===== config.mk =====
export PLATFORM = sky130hd
export DESIGN_NAME = clkmon_alarm_capture
export DESIGN_NICKNAME = d
export VERILOG_FILES = /design/src/rtl/clkmon_pkg.sv /design/src/rtl/clkmon_sync.sv /design/src/rtl/clkmon_edge_capture.sv /design/src/rtl/clkmon_regs.sv /design/src/rtl/clkmon_alarm_capture.sv
export SDC_FILE = /design/constraint.sdc
export NUM_CORES = 1
export LEC_CHECK = 0
export ABC_AREA = 1
export CAP_MARGIN = 5
export CORE_MARGIN = 2
export CORE_UTILIZATION = 50
export DETAILED_ROUTE_END_ITERATION = 8
export GPL_ROUTABILITY_DRIVEN = 0
export PLACE_DENSITY_LB_ADDON = 0.25
export SETUP_SLACK_MARGIN = 0.02
export SLEW_MARGIN = 5
export SYNTH_ARGS = -nofsm -noshare
export SYNTH_HDL_FRONTEND = slang
export SYNTH_HIERARCHICAL = 1
export SYNTH_SLANG_ARGS = --single-unit

===== constraint.sdc =====
create_clock -name clk_i -period 1.05 [get_ports clk_i]
set_input_delay 0.21 -clock clk_i [delete_from_list [all_inputs] [get_ports clk_i]]
set_output_delay 0.21 -clock clk_i [all_outputs]
set_load 0.03 [all_outputs]

===== src/rtl/clkmon_pkg.sv =====
package clkmon_pkg;
  localparam int unsigned N_SRC   = 4;
  localparam int unsigned N_EVT   = 2 * N_SRC;
  localparam int unsigned ADDR_W  = 3;
  localparam int unsigned DATA_W  = 8;
  localparam int unsigned EN_W    = DATA_W - N_SRC;

  // source index: 0 primary loss, 1 secondary loss, 2 holdover, 3 unlock
  localparam int unsigned SRC_PRI  = 0;
  localparam int unsigned SRC_SEC  = 1;
  localparam int unsigned SRC_HOLD = 2;
  localparam int unsigned SRC_UNLK = 3;

  localparam logic [ADDR_W-1:0] OFF_STATUS = 3'd2;
  localparam logic [ADDR_W-1:0] OFF_EVENT  = 3'd6;
  localparam logic [ADDR_W-1:0] OFF_ID     = 3'd7;
endpackage


===== src/rtl/clkmon_sync.sv =====
module clkmon_sync #(
  parameter int unsigned WIDTH  = 4,
  parameter int unsigned STAGES = 2
) (
  input  logic             clk_i,
  input  logic             rst_ni,
  input  logic [WIDTH-1:0] async_i,
  output logic [WIDTH-1:0] sync_o
);
  logic [WIDTH-1:0] stage_q [STAGES];

  for (genvar s = 0; s < STAGES; s++) begin : g_stage
    if (s == 0) begin : g_first
      always_ff @(posedge clk_i or negedge rst_ni) begin
        if (!rst_ni) stage_q[s] <= '0;
        else         stage_q[s] <= async_i;
      end
    end else begin : g_next
      always_ff @(posedge clk_i or negedge rst_ni) begin
        if (!rst_ni) stage_q[s] <= '0;
        else         stage_q[s] <= stage_q[s-1];
      end
    end
  end

  assign sync_o = stage_q[STAGES-1];
endmodule


===== src/rtl/clkmon_edge_capture.sv =====
module clkmon_edge_capture #(
  parameter int unsigned N_SRC  = 4,
  parameter int unsigned STAGES = 2,
  localparam int unsigned N_EVT = 2 * N_SRC,
  localparam int unsigned PRIME = STAGES + 1,
  localparam int unsigned CNT_W = $clog2(PRIME + 1)
) (
  input  logic             clk_i,
  input  logic             rst_ni,
  input  logic [N_SRC-1:0] lvl_i,
  input  logic             clr_i,
  output logic [N_EVT-1:0] evt_o
);
  logic [N_SRC-1:0] prev_q;
  logic [CNT_W-1:0] prime_q;
  logic             armed;
  logic [N_EVT-1:0] hit;
  logic [N_EVT-1:0] evt_q;

  // hold off capture until the synchronizer and history hold real levels
  assign armed = (prime_q == CNT_W'(PRIME));

  always_ff @(posedge clk_i or negedge rst_ni) begin
    if (!rst_ni)     prime_q <= '0;
    else if (!armed) prime_q <= prime_q + 1'b1;
  end

  always_ff @(posedge clk_i or negedge rst_ni) begin
    if (!rst_ni) prev_q <= '0;
    else         prev_q <= lvl_i;
  end

  for (genvar i = 0; i < N_SRC; i++) begin : g_edge
    assign hit[2*i]   = armed &  lvl_i[i] & ~prev_q[i];
    assign hit[2*i+1] = armed & ~lvl_i[i] &  prev_q[i];
  end

  // clear applies to the old bits only; a coincident edge survives
  always_ff @(posedge clk_i or negedge rst_ni) begin
    if (!rst_ni) evt_q <= '0;
    else         evt_q <= (clr_i ? '0 : evt_q) | hit;
  end

  assign evt_o = evt_q;
endmodule


===== src/rtl/clkmon_regs.sv =====
module clkmon_regs
  import clkmon_pkg::*;
#(
  parameter logic [3:0] IRQ_NUM = 4'h5
) (
  input  logic              clk_i,
  input  logic              rst_ni,
  input  logic [ADDR_W-1:0] addr_i,
  input  logic              rd_i,
  input  logic              wr_i,
  input  logic [DATA_W-1:0] wdata_i,
  input  logic [N_SRC-1:0]  status_i,
  input  logic [N_EVT-1:0]  evt_i,
  output logic              evt_clr_o,
  output logic [EN_W-1:0]   en_o,
  output logic [DATA_W-1:0] rdata_o
);
  logic [EN_W-1:0]   en_q;
  logic [DATA_W-1:0] rdata_q;
  logic [DATA_W-1:0] rd_mux;
  logic              unused_wdata;

  assign unused_wdata = ^wdata_i[DATA_W-1:EN_W];
  assign evt_clr_o    = rd_i && (addr_i == OFF_EVENT);

  always_ff @(posedge clk_i or negedge rst_ni) begin
    if (!rst_ni)                              en_q <= '0;
    else if (wr_i && (addr_i == OFF_STATUS))  en_q <= wdata_i[EN_W-1:0];
  end

  always_comb begin
    rd_mux = '0;
    unique case (addr_i)
      OFF_STATUS: rd_mux = {status_i, en_q};
      OFF_EVENT:  rd_mux = evt_i;
      OFF_ID:     rd_mux = {4'h0, IRQ_NUM};
      default:    rd_mux = '0;
    endcase
  end

  always_ff @(posedge clk_i or negedge rst_ni) begin
    if (!rst_ni)   rdata_q <= '0;
    else if (rd_i) rdata_q <= rd_mux;
  end

  assign en_o    = en_q;
  assign rdata_o = rdata_q;
endmodule


===== src/rtl/clkmon_alarm_capture.sv =====
module clkmon_alarm_capture
  import clkmon_pkg::*;
#(
  parameter logic [3:0]  IRQ_NUM     = 4'h5,
  parameter int unsigned SYNC_STAGES = 2
) (
  input  logic              clk_i,
  input  logic              rst_ni,
  input  logic              pri_lost_i,
  input  logic              sec_lost_i,
  input  logic              holdover_i,
  input  logic              unlock_i,
  input  logic [ADDR_W-1:0] bus_addr_i,
  input  logic              bus_rd_i,
  input  logic              bus_wr_i,
  input  logic [DATA_W-1:0] bus_wdata_i,
  output logic [DATA_W-1:0] bus_rdata_o,
  output logic [EN_W-1:0]   out_en_o,
  output logic              irq_o
);
  logic [N_SRC-1:0] raw_lvl;
  logic [N_SRC-1:0] sync_lvl;
  logic [N_SRC-1:0] status_nib;
  logic [N_EVT-1:0] evt;
  logic             evt_clr;

  assign raw_lvl[SRC_PRI]  = pri_lost_i;
  assign raw_lvl[SRC_SEC]  = sec_lost_i;
  assign raw_lvl[SRC_HOLD] = holdover_i;
  assign raw_lvl[SRC_UNLK] = unlock_i;

  clkmon_sync #(.WIDTH(N_SRC), .STAGES(SYNC_STAGES)) i_sync (
    .clk_i   (clk_i),
    .rst_ni  (rst_ni),
    .async_i (raw_lvl),
    .sync_o  (sync_lvl)
  );

  clkmon_edge_capture #(.N_SRC(N_SRC), .STAGES(SYNC_STAGES)) i_capture (
    .clk_i  (clk_i),
    .rst_ni (rst_ni),
    .lvl_i  (sync_lvl),
    .clr_i  (evt_clr),
    .evt_o  (evt)
  );

  // status high nibble is source-reversed: primary loss in the top bit
  for (genvar i = 0; i < N_SRC; i++) begin : g_status
    assign status_nib[N_SRC-1-i] = sync_lvl[i];
  end

  clkmon_regs #(.IRQ_NUM(IRQ_NUM)) i_regs (
    .clk_i     (clk_i),
    .rst_ni    (rst_ni),
    .addr_i    (bus_addr_i),
    .rd_i      (bus_rd_i),
    .wr_i      (bus_wr_i),
    .wdata_i   (bus_wdata_i),
    .status_i  (status_nib),
    .evt_i     (evt),
    .evt_clr_o (evt_clr),
    .en_o      (out_en_o),
    .rdata_o   (bus_rdata_o)
  );

  assign irq_o = |evt;
endmodule


==> results.tsv, run 1 <==
metric	value	unit
fp.coreArea	2980	um^2
powerDensity	1500	nW/um^2
dpl_cell_area	1850	um^2
wl_met2	1610	um
drt-total-wl	2960	um
combPwrFrac	0.214	
violations	setup timing	
timing.final.ws_setup	-0.300	ns
initial_core_util	0.511	
dr_wl_met3	95	um
synthFlopType	dfrtp_1	
switching_share	0.278	
cts.clk_slew.worst_paths	0.11	ns
synth_largest_area_cell	dfrtp_1	
grtUsageTotal	0.199	
hp-class	in2async	
dieArea	3500	um^2
cts_buffers	5	
switching_power	0.000864	W
die_w	59.1	um
cp-end-kind	output port	
clockPowerShare	0.310	
synthTopCellsByArea	dfrtp_1 56%, nand2_1 16%, inv_1 5.9%	
first_pass_iters	4	
synth_warnings	6	
path_class	reg2out	
syn-num-nets	189	
outcome	finished, violations left	
io_pins	32	
clock_path_buffers	2	
fin_worst_skew	0.00418	ns
finalCritPeriodShare	1.29	
drt_iter0_markers	34	
cts.sinks	34	
finalHoldViolCount	0	
vias	1223	
rsz0062_at_grt	true	
drcViolationCount	0	
fin_nets	241	
p_seq_frac	0.477	
synth_most_common_cell	nand2_1	
maxSlewHeadroom	0.879	
worst_pin_slew	0.182	ns
synth_edf_count	0	
clock_latency	0.33	ns
max_freq	0.741	GHz
synthCells	169	
viasPerCell	4.80	
gr-total-overflow	0	
io_buffers	27	
maxSlewViolCount	0	
fin_area	2080	um^2
critPathLaunchType	register	
ys_types	18	
synth_area_per_cell	9.00	um^2
yosysSeqAreaShare	0.560	
antenna_found_initial	0	
async_flop_share	1.00	
ant_nets	0	
wl_per_cell	11.6	um
synth_common_cells	64 x nand2_1, 34 x dfrtp_1, 24 x inv_1	
whs	0.226	ns
setup_viol	13	
rows	20	
place_hpwl	2110	um
fill_cells	244	
n_antenna_cell	0	
dr.max_layer_used	met4	
cts_tree	done	
grt_max_degree	35	
syn_area	1520	um^2
cts_root_buffer	clkbuf_4	
die_y	59.1	um
irDropWorstVdd	0.997	mV
layout_min_cycle_time	1.35	ns
ys_ff_latch	34	
first_global_vias	1221	
crit_fanout	2	
cp.arrival	1.14	ns
met1_length	1240	um
fin_util	0.698	
internal_power	0.00225	W
syn2layout_area_growth	36.7	%
leakagePower	1.15	nW
grt_pass1_wl	5090	um
cts-htree-levels	2	
worst_ep_required_time	0.84	ns
synth_top_area_frac	0.560	
drive_above_1_share	0.252	
drv_cap	0	
-- final timing paths --
check / slack [ns] / start / endpoint / depth (start not counted)
worst max-delay path: -0.30 / i_capture/evt_o[7] / irq_o / 5
min in group clk_i: 0.31 / sec_lost_i / i_sync/stage_q[5] / 1
worst min register to register: 0.36 / i_sync/stage_q[4] / i_sync/sync_o[0] / 0
worst max register to register: 0.06 / i_regs/en_o[3] / i_regs/rdata_o[3] / 6
max in group asynchronous: 0.65 / rst_ni / i_capture/evt_o[0] / 2
worst min-delay path: 0.23 / rst_ni / i_regs/en_o[3] / 2
-- power by group through the flow --
stage / registers, W / logic, W / clock network [W]
final: 0.00148 / 0.000665 / 0.000963
after global routing: 0.00150 / 0.000724 / 0.00103
after CTS: 0.00148 / 0.000650 / 0.000978
after detailed placement: 0.00151 / 0.000551 / 0
after global placement: 0.00150 / 0.000537 / 0
after floorplan: 0.00161 / 0.000193 / 0
-- cell families (layout without fill, tap and decap cells) --
logic type / count (synthesis) / after routing / share of synthesized area
and+or+nand+nor: 91 / 91 / 0.271
buffers and inverters: 37 / 90 / 0.142
DFF: 34 / 34 / 0.560
AOI/OAI and AO/OA: 6 / 6 / 0.0197
adders and majority gates: 1 / 1 / 0.00823
-- layout by cell type, fill, tap and decap left out --
master and instances:
bufinv_16 1, o21ai_1 6, dlymetal6s2s_1 1, clkinv_1 1, nor2_1 2, clkinv_4 1
nand4_1 13, nand2_1 64, inv_1 23, ha_4 1, clkbuf_4 5, inv_2 2
nand4_2 1, clkinvlp_4 2, dfrtp_1 34, nand3_1 9, buf_6 14, clkdlybuf4s50_1 13
buf_4 25, buf_12 2, nand4_4 1, nor2_2 1
-- state kept, by name, summed over array words and instances, names as in the netlist --
name / cells
i_regs/rdata_o: 8
i_sync/sync_o: 4
i_sync/stage_q: 4
i_regs/en_o: 4
i_capture/evt_o: 8
i_capture/prev_q: 4
i_capture/prime_q: 2
-- critical path: stages (launching register included) --
cell     delay (ns)
dfrtp_1        0.41
inv_1          0.07
nand2_1        0.05
nor2_1         0.08
nand2_1        0.07
buf_6          0.14
-- final cells by class --
type	count	area [um^2]	share of cell area
repair buffers	55	528	0.254
flip-flops and latches	34	851	0.409
well taps	33	41.3	0.0199
clock buffers	5	37.5	0.0181
multi-input cells	98	469	0.226
inverters	27	106	0.0512
clock inverters	3	45.0	0.0217
-- layer usage --
metal,vias up,track usage
met3,3,0.0830
met1,574,0.216
met2,20,0.354
li1,626,-
met4,0,0.0552
met5,-,0
-- timing repair --
action	CTS	global route
gates resized for setup	20	6
endpoints found under the setup margin	16	25
pin swaps	1	3
buffers inserted	8	3
hold buffers	0	0
-- per-stage QoR --
stage	setup TNS (ns)	power, W	instances	setup slack, ns
after floorplan	0	0.00180	169	0.0979
after global placement	-5.93	0.00204	237	-0.352
after detailed placement	-6.28	0.00206	237	-0.376
after CTS	-0.941	0.00311	253	-0.315
after global routing	-1.43	0.00325	255	-0.416
final	-0.799	0.00311	255	-0.300
(Power assumes the default switching activity.)
==> run 2, diff against run 1 <==
--- a/config.mk
+++ b/config.mk
@@ -11,8 +11,7 @@
 export CORE_UTILIZATION = 50
 export DETAILED_ROUTE_END_ITERATION = 8
 export GPL_ROUTABILITY_DRIVEN = 0
-export PLACE_DENSITY_LB_ADDON = 0.25
-export SETUP_SLACK_MARGIN = 0.02
+export PLACE_DENSITY = 0.84
 export SLEW_MARGIN = 5
 export SYNTH_ARGS = -nofsm -noshare
 export SYNTH_HDL_FRONTEND = slang
==> results.tsv, run 2 (same netlist as run 1, synthesis figures left out) <==
metric	value	unit	change
outcome	finished, violations left		
violations	setup timing		
whs	0.232	ns	+0.00594 ns
maxSlewViolCount	0		unchanged
critPathLaunchType	register		
die_y	59.1	um	unchanged
leakagePower	1.14	nW	-1.1%
wl_met2	1540	um	-4.2%
rows	20		unchanged
cp-end-kind	output port		
cts-htree-levels	2		unchanged
vias	1207		-1.3%
cts.clk_slew.worst_paths	0.11	ns	about the same
ant_nets	0		unchanged
cts_buffers	5		unchanged
dr_wl_met3	117	um	+23%
grtUsageTotal	0.197		-0.00111
fin_nets	241		unchanged
powerDensity	1430	nW/um^2	-4.8%
cts_root_buffer	clkbuf_4		
path_class	reg2out		
fin_total_pwr	0.00292	W	-6.0%
dr.max_layer_used	met4		
wl_per_cell	11.4	um	-2.0%
viasPerCell	4.73		-1.3%
dp_slack	-0.369	ns	+0.00747 ns
drcViolationCount	0		unchanged
grt_pass1_wl	4970	um	-2.2%
crit_fanout	2		unchanged
p_seq_frac	0.507		+0.030
final_cell_mix	64 x nand2_1, 34 x dfrtp_1, 26 x buf_4, 23 x inv_1, 14 x clkdlybuf4s50_1		
timing.final.ws_setup	-0.312	ns	-0.0116 ns
cts_tree	done		
first_global_vias	1172		-4.0%
cts.sinks	34		unchanged
io_pins	32		unchanged
worst_ep_required_time	0.84	ns	about the same
antenna_found_initial	0		unchanged
fin_worst_skew	0.00554	ns	+0.00136 ns
clock_latency	0.34	ns	about the same
place_hpwl	2020	um	-4.3%
met1_length	1200	um	-3.9%
gr-total-overflow	0		unchanged
clockPowerShare	0.262		-0.048
internal_power	0.00208	W	-7.5%
die_w	59.1	um	unchanged
layout_min_cycle_time	1.36	ns	+0.0116 ns
combPwrFrac	0.231		+0.017
critical_path.cell_chain	inv_1 -> nand2_1 -> nor2_1 -> nand2_1 -> buf_6		
drt-total-wl	2910	um	-2.0%
max_freq	0.734	GHz	-0.85%
maxSlewHeadroom	0.871		-0.00763
mostFrequentLayoutCell	nand2_1		
first_pass_iters	4		unchanged
drt_iter0_markers	37		+8.8%
hp-class	in2async		
finalCritPeriodShare	1.30		+0.0110
cpMostUsedCell	nand2_1		
finalHoldViolCount	0		unchanged
drv_cap	0		unchanged
drive_above_1_share	0.248		-0.00450
grt_max_degree	35		unchanged
fin_setup_tns	-0.856	ns	-0.0563 ns
io_buffers	27		unchanged
dieArea	3500	um^2	unchanged
cpPeakStageDelay	0.39	ns	-0.02 ns
clock_path_buffers	2		unchanged
switching_share	0.289		+0.0111
hold_buffers	0		unchanged
initial_core_util	0.511		unchanged
cp.arrival	1.15	ns	about the same
slowest_stage	dfrtp_1		
rsz0062_at_grt	true		
syn2layout_area_growth	34.9	%	
setup_viol	13		unchanged
n_antenna_cell	0		unchanged
worst_pin_slew	0.192	ns	+0.0108 ns
fp.coreArea	2980	um^2	unchanged
irDropWorstVdd	0.922	mV	-7.5%
switching_power	0.000844	W	-2.3%
-- run 2: area by class of cell --
type	count	area [um^2]
Tap cell	33	41.3
Clock buffer	6	51.3
Inverter	27	106
Timing Repair Buffer	55	522
Fill cell	228	927
Sequential cell	34	851
Clock inverter	2	12.5
Multi-Input combinational cell	98	467
-- run 2: path summary, 6_finish.rpt --
kind | endpoint | slack, ns | cells after the start | start
setup / recovery | irq_o | -0.31 | 5 | i_capture/evt_o[1]
hold / removal | i_regs/rdata_o[1] | 0.23 | 2 | rst_ni
setup reg to reg | i_regs/rdata_o[0] | 0.06 | 6 | i_regs/en_o[0]
hold reg to reg | i_sync/sync_o[1] | 0.36 | 0 | i_sync/stage_q[5]
max in group asynchronous | i_capture/evt_o[0] | 0.65 | 2 | rst_ni
min in group clk_i | i_sync/stage_q[6] | 0.30 | 1 | holdover_i
-- run 2: worst max-delay path: cells and delay by family, from the launching register on --
family                 cells  cell delay, ns
DFF                        1            0.39
buffers and inverters      2            0.19
and+or+nand+nor            3            0.22
-- run 2: metrics by stage --
stage,utilization,instance area [um^2],instances
detailed placement,0.620,1850,236
floorplan,-,1520,169
finish,0.689,2050,255
global route,0.689,2050,255
global placement,0.620,1850,236
CTS,0.678,2020,252
-- run 2: power groups by stage --
stage               Sequential (W)  Clock (W)  Combinational [W]
floorplan                  0.00161          0           0.000193
global placement           0.00150          0           0.000535
detailed placement         0.00151          0           0.000548
CTS                        0.00148   0.000807           0.000656
global route               0.00150   0.000857           0.000737
finish                     0.00148   0.000765           0.000677
-- run 2: metal layers --
layer / track usage / vias to the layer above
met2: 0.338 / 23
met1: 0.218 / 549
met5: 0 / -
li1: - / 630
met4: 0.0877 / 0
met3: 0.0742 / 5
-- run 2: what timing repair did --
action / 4_1_cts / 5_1_grt
buffers inserted: 8 / 3
pin swaps: 0 / 2
cloned: 0 / 0
gates resized for setup: 20 / 2
setup endpoints to repair: 15 / 16
==> run 3, diff against run 2 <==
==> constraint.sdc (replaced) <==
create_clock -name clk_i -period 1.5 [get_ports clk_i]
set_input_delay 0.3 -clock clk_i [delete_from_list [all_inputs] [get_ports clk_i]]
set_output_delay 0.3 -clock clk_i [all_outputs]
set_load 0.03 [all_outputs]
==> results.tsv, run 3 (same netlist as run 1, synthesis figures left out) <==
metric	value	unit	change
fin_total_pwr	0.00192	W	-34%
io_buffers	27		unchanged
worst_pin_slew	0.334	ns	+0.141 ns
rsz0062_at_grt	true		
cts-htree-levels	2		unchanged
critical_path.cell_chain	inv_1 -> nand2_1 -> nor2_1 -> nand2_1 -> buf_6		
switching_share	0.283		-0.00550
grt_max_degree	35		unchanged
layout_min_cycle_time	1.45	ns	
cts_tree	done		
mostFrequentLayoutCell	nand2_1		
worst_ep_required_time	1.20	ns	+0.36 ns
clock_path_buffers	2		unchanged
fp.coreArea	2980	um^2	unchanged
max_freq	0.691	GHz	
hp-class	in2async		
drt_iter0_markers	41		+11%
multi_input_area	454	um^2	-2.7%
final_cell_mix	64 x nand2_1, 34 x dfrtp_1, 24 x inv_1, 16 x buf_4, 14 x clkdlybuf4s50_1		
die_y	59.1	um	unchanged
drcViolationCount	0		unchanged
drt-total-wl	2540	um	-13%
irDropWorstVdd	0.580	mV	-37%
finalHoldViolCount	0		unchanged
leakagePower	1.09	nW	-3.9%
clockPowerShare	0.269		+0.007
combPwrFrac	0.192		-0.039
drive_above_1_share	0.142		-0.106
outcome	finished clean		
die_w	59.1	um	unchanged
initial_core_util	0.511		unchanged
n_antenna_cell	0		unchanged
antenna_found_initial	0		unchanged
grt_pass1_wl	4530	um	-9.0%
drv_cap	0		unchanged
vias	1145		-5.1%
fill_cells	252		+11%
io_pins	32		unchanged
viasPerCell	4.67		-1.3%
hold_buffers	0		unchanged
whs	0.321	ns	+0.0893 ns
setup_viol	0		-13
cts.clk_slew.worst_paths	0.10	ns	about the same
clock_latency	0.34	ns	about the same
dp_slack	-0.0158	ns	+0.353 ns
path_class	reg2out		
grtUsageTotal	0.180		-0.0177
cts_root_buffer	clkbuf_4		
cts_post_setup_buffers_inserted	0		-8
cpMostUsedCell	nand2_1		
cpPeakStageDelay	0.39	ns	about the same
cts_buffers	5		unchanged
fin_nets	231		-4.1%
ff_latch_area	851	um^2	unchanged
finalNonFillerCells	245		-3.9%
p_seq_frac	0.538		+0.031
dp.cells	237		+0.42%
slowest_stage	dfrtp_1		
fin_setup_tns	0	ns	+0.856 ns
ant_nets	0		unchanged
gr-total-overflow	0		unchanged
timing.final.ws_setup	0.0519	ns	+0.364 ns
first_pass_iters	4		unchanged
powerDensity	995	nW/um^2	-30%
internal_power	0.00138	W	-34%
critPathLaunchType	register		
maxSlewHeadroom	0.778		-0.0938
first_global_vias	1117		-4.7%
switching_power	0.000545	W	-35%
place_hpwl	1870	um	-7.5%
finalCritPeriodShare	0.965		
cts.sinks	34		unchanged
rows	20		unchanged
fin_worst_skew	0.00584	ns	+0.000301 ns
crit_fanout	2		unchanged
dieArea	3500	um^2	unchanged
wl_per_cell	10.3	um	-9.2%
syn2layout_area_growth	27.1	%	
cp-end-kind	output port		
cp.arrival	1.15	ns	about the same
maxSlewViolCount	0		unchanged
## run 3: path summary, 6_finish.rpt
check / startpoint / endpoint / slack [ns] / cells after the start
worst max-delay path: i_capture/evt_o[0] / irq_o / 0.05 / 5
worst min-delay path: rst_ni / i_regs/rdata_o[1] / 0.32 / 2
worst max register to register: i_capture/prime_q[0] / i_capture/prime_q[0] / 0.43 / 4
worst min register to register: i_sync/stage_q[6] / i_sync/sync_o[2] / 0.35 / 0
max in group asynchronous: rst_ni / i_capture/prev_q[0] / 1.01 / 2
min in group clk_i: i_sync/stage_q[6] / i_sync/sync_o[2] / 0.35 / 0
## run 3: power groups by stage
stage	registers, W	clock network (W)	logic, W
final	0.00104	0.000518	0.000369
after global routing	0.00105	0.000602	0.000409
after CTS	0.00104	0.000552	0.000372
after detailed placement	0.00106	0	0.000397
after global placement	0.00105	0	0.000391
after floorplan	0.00112	0	0.000135
## run 3: timing repair
| action | in CTS | in global routing |
|---|---|---|
| pin swaps | 0 | 1 |
| resized for setup | 15 | 7 |
| setup endpoints to repair | 13 | 3 |
| gates cloned | 0 | 0 |
## run 3: layout make-up
type | instances | share of cell area
Multi-Input combinational cell | 98 | 0.235
Clock inverter | 1 | 0.00259
Inverter | 27 | 0.0551
Sequential cell | 34 | 0.440
Timing Repair Buffer | 45 | 0.217
Clock buffer | 7 | 0.0285
Tap cell | 33 | 0.0214
## run 3: layer usage
layer	up-vias	routed length (um)	track usage
met5	-	0	0
met1	504	1120	0.201
li1	612	-	-
met3	6	122	0.0721
met4	0	51	0.0779
met2	23	1240	0.303
## run 3: through the flow
stage / util / instance area [um^2]
6_report: 0.649 / 1930
3_3_place_gp: 0.632 / 1880
5_1_grt: 0.649 / 1930
4_1_cts: 0.648 / 1930
2_1_floorplan: - / 1520
3_5_place_dp: 0.632 / 1880
## run 3: worst max-delay path, delay by kind of cell, from the launching register on
| kind | cells | cell delay, ns |
|---|---|---|
| flops | 1 | 0.39 |
| simple gates | 3 | 0.22 |
| buf+inv | 2 | 0.20 |
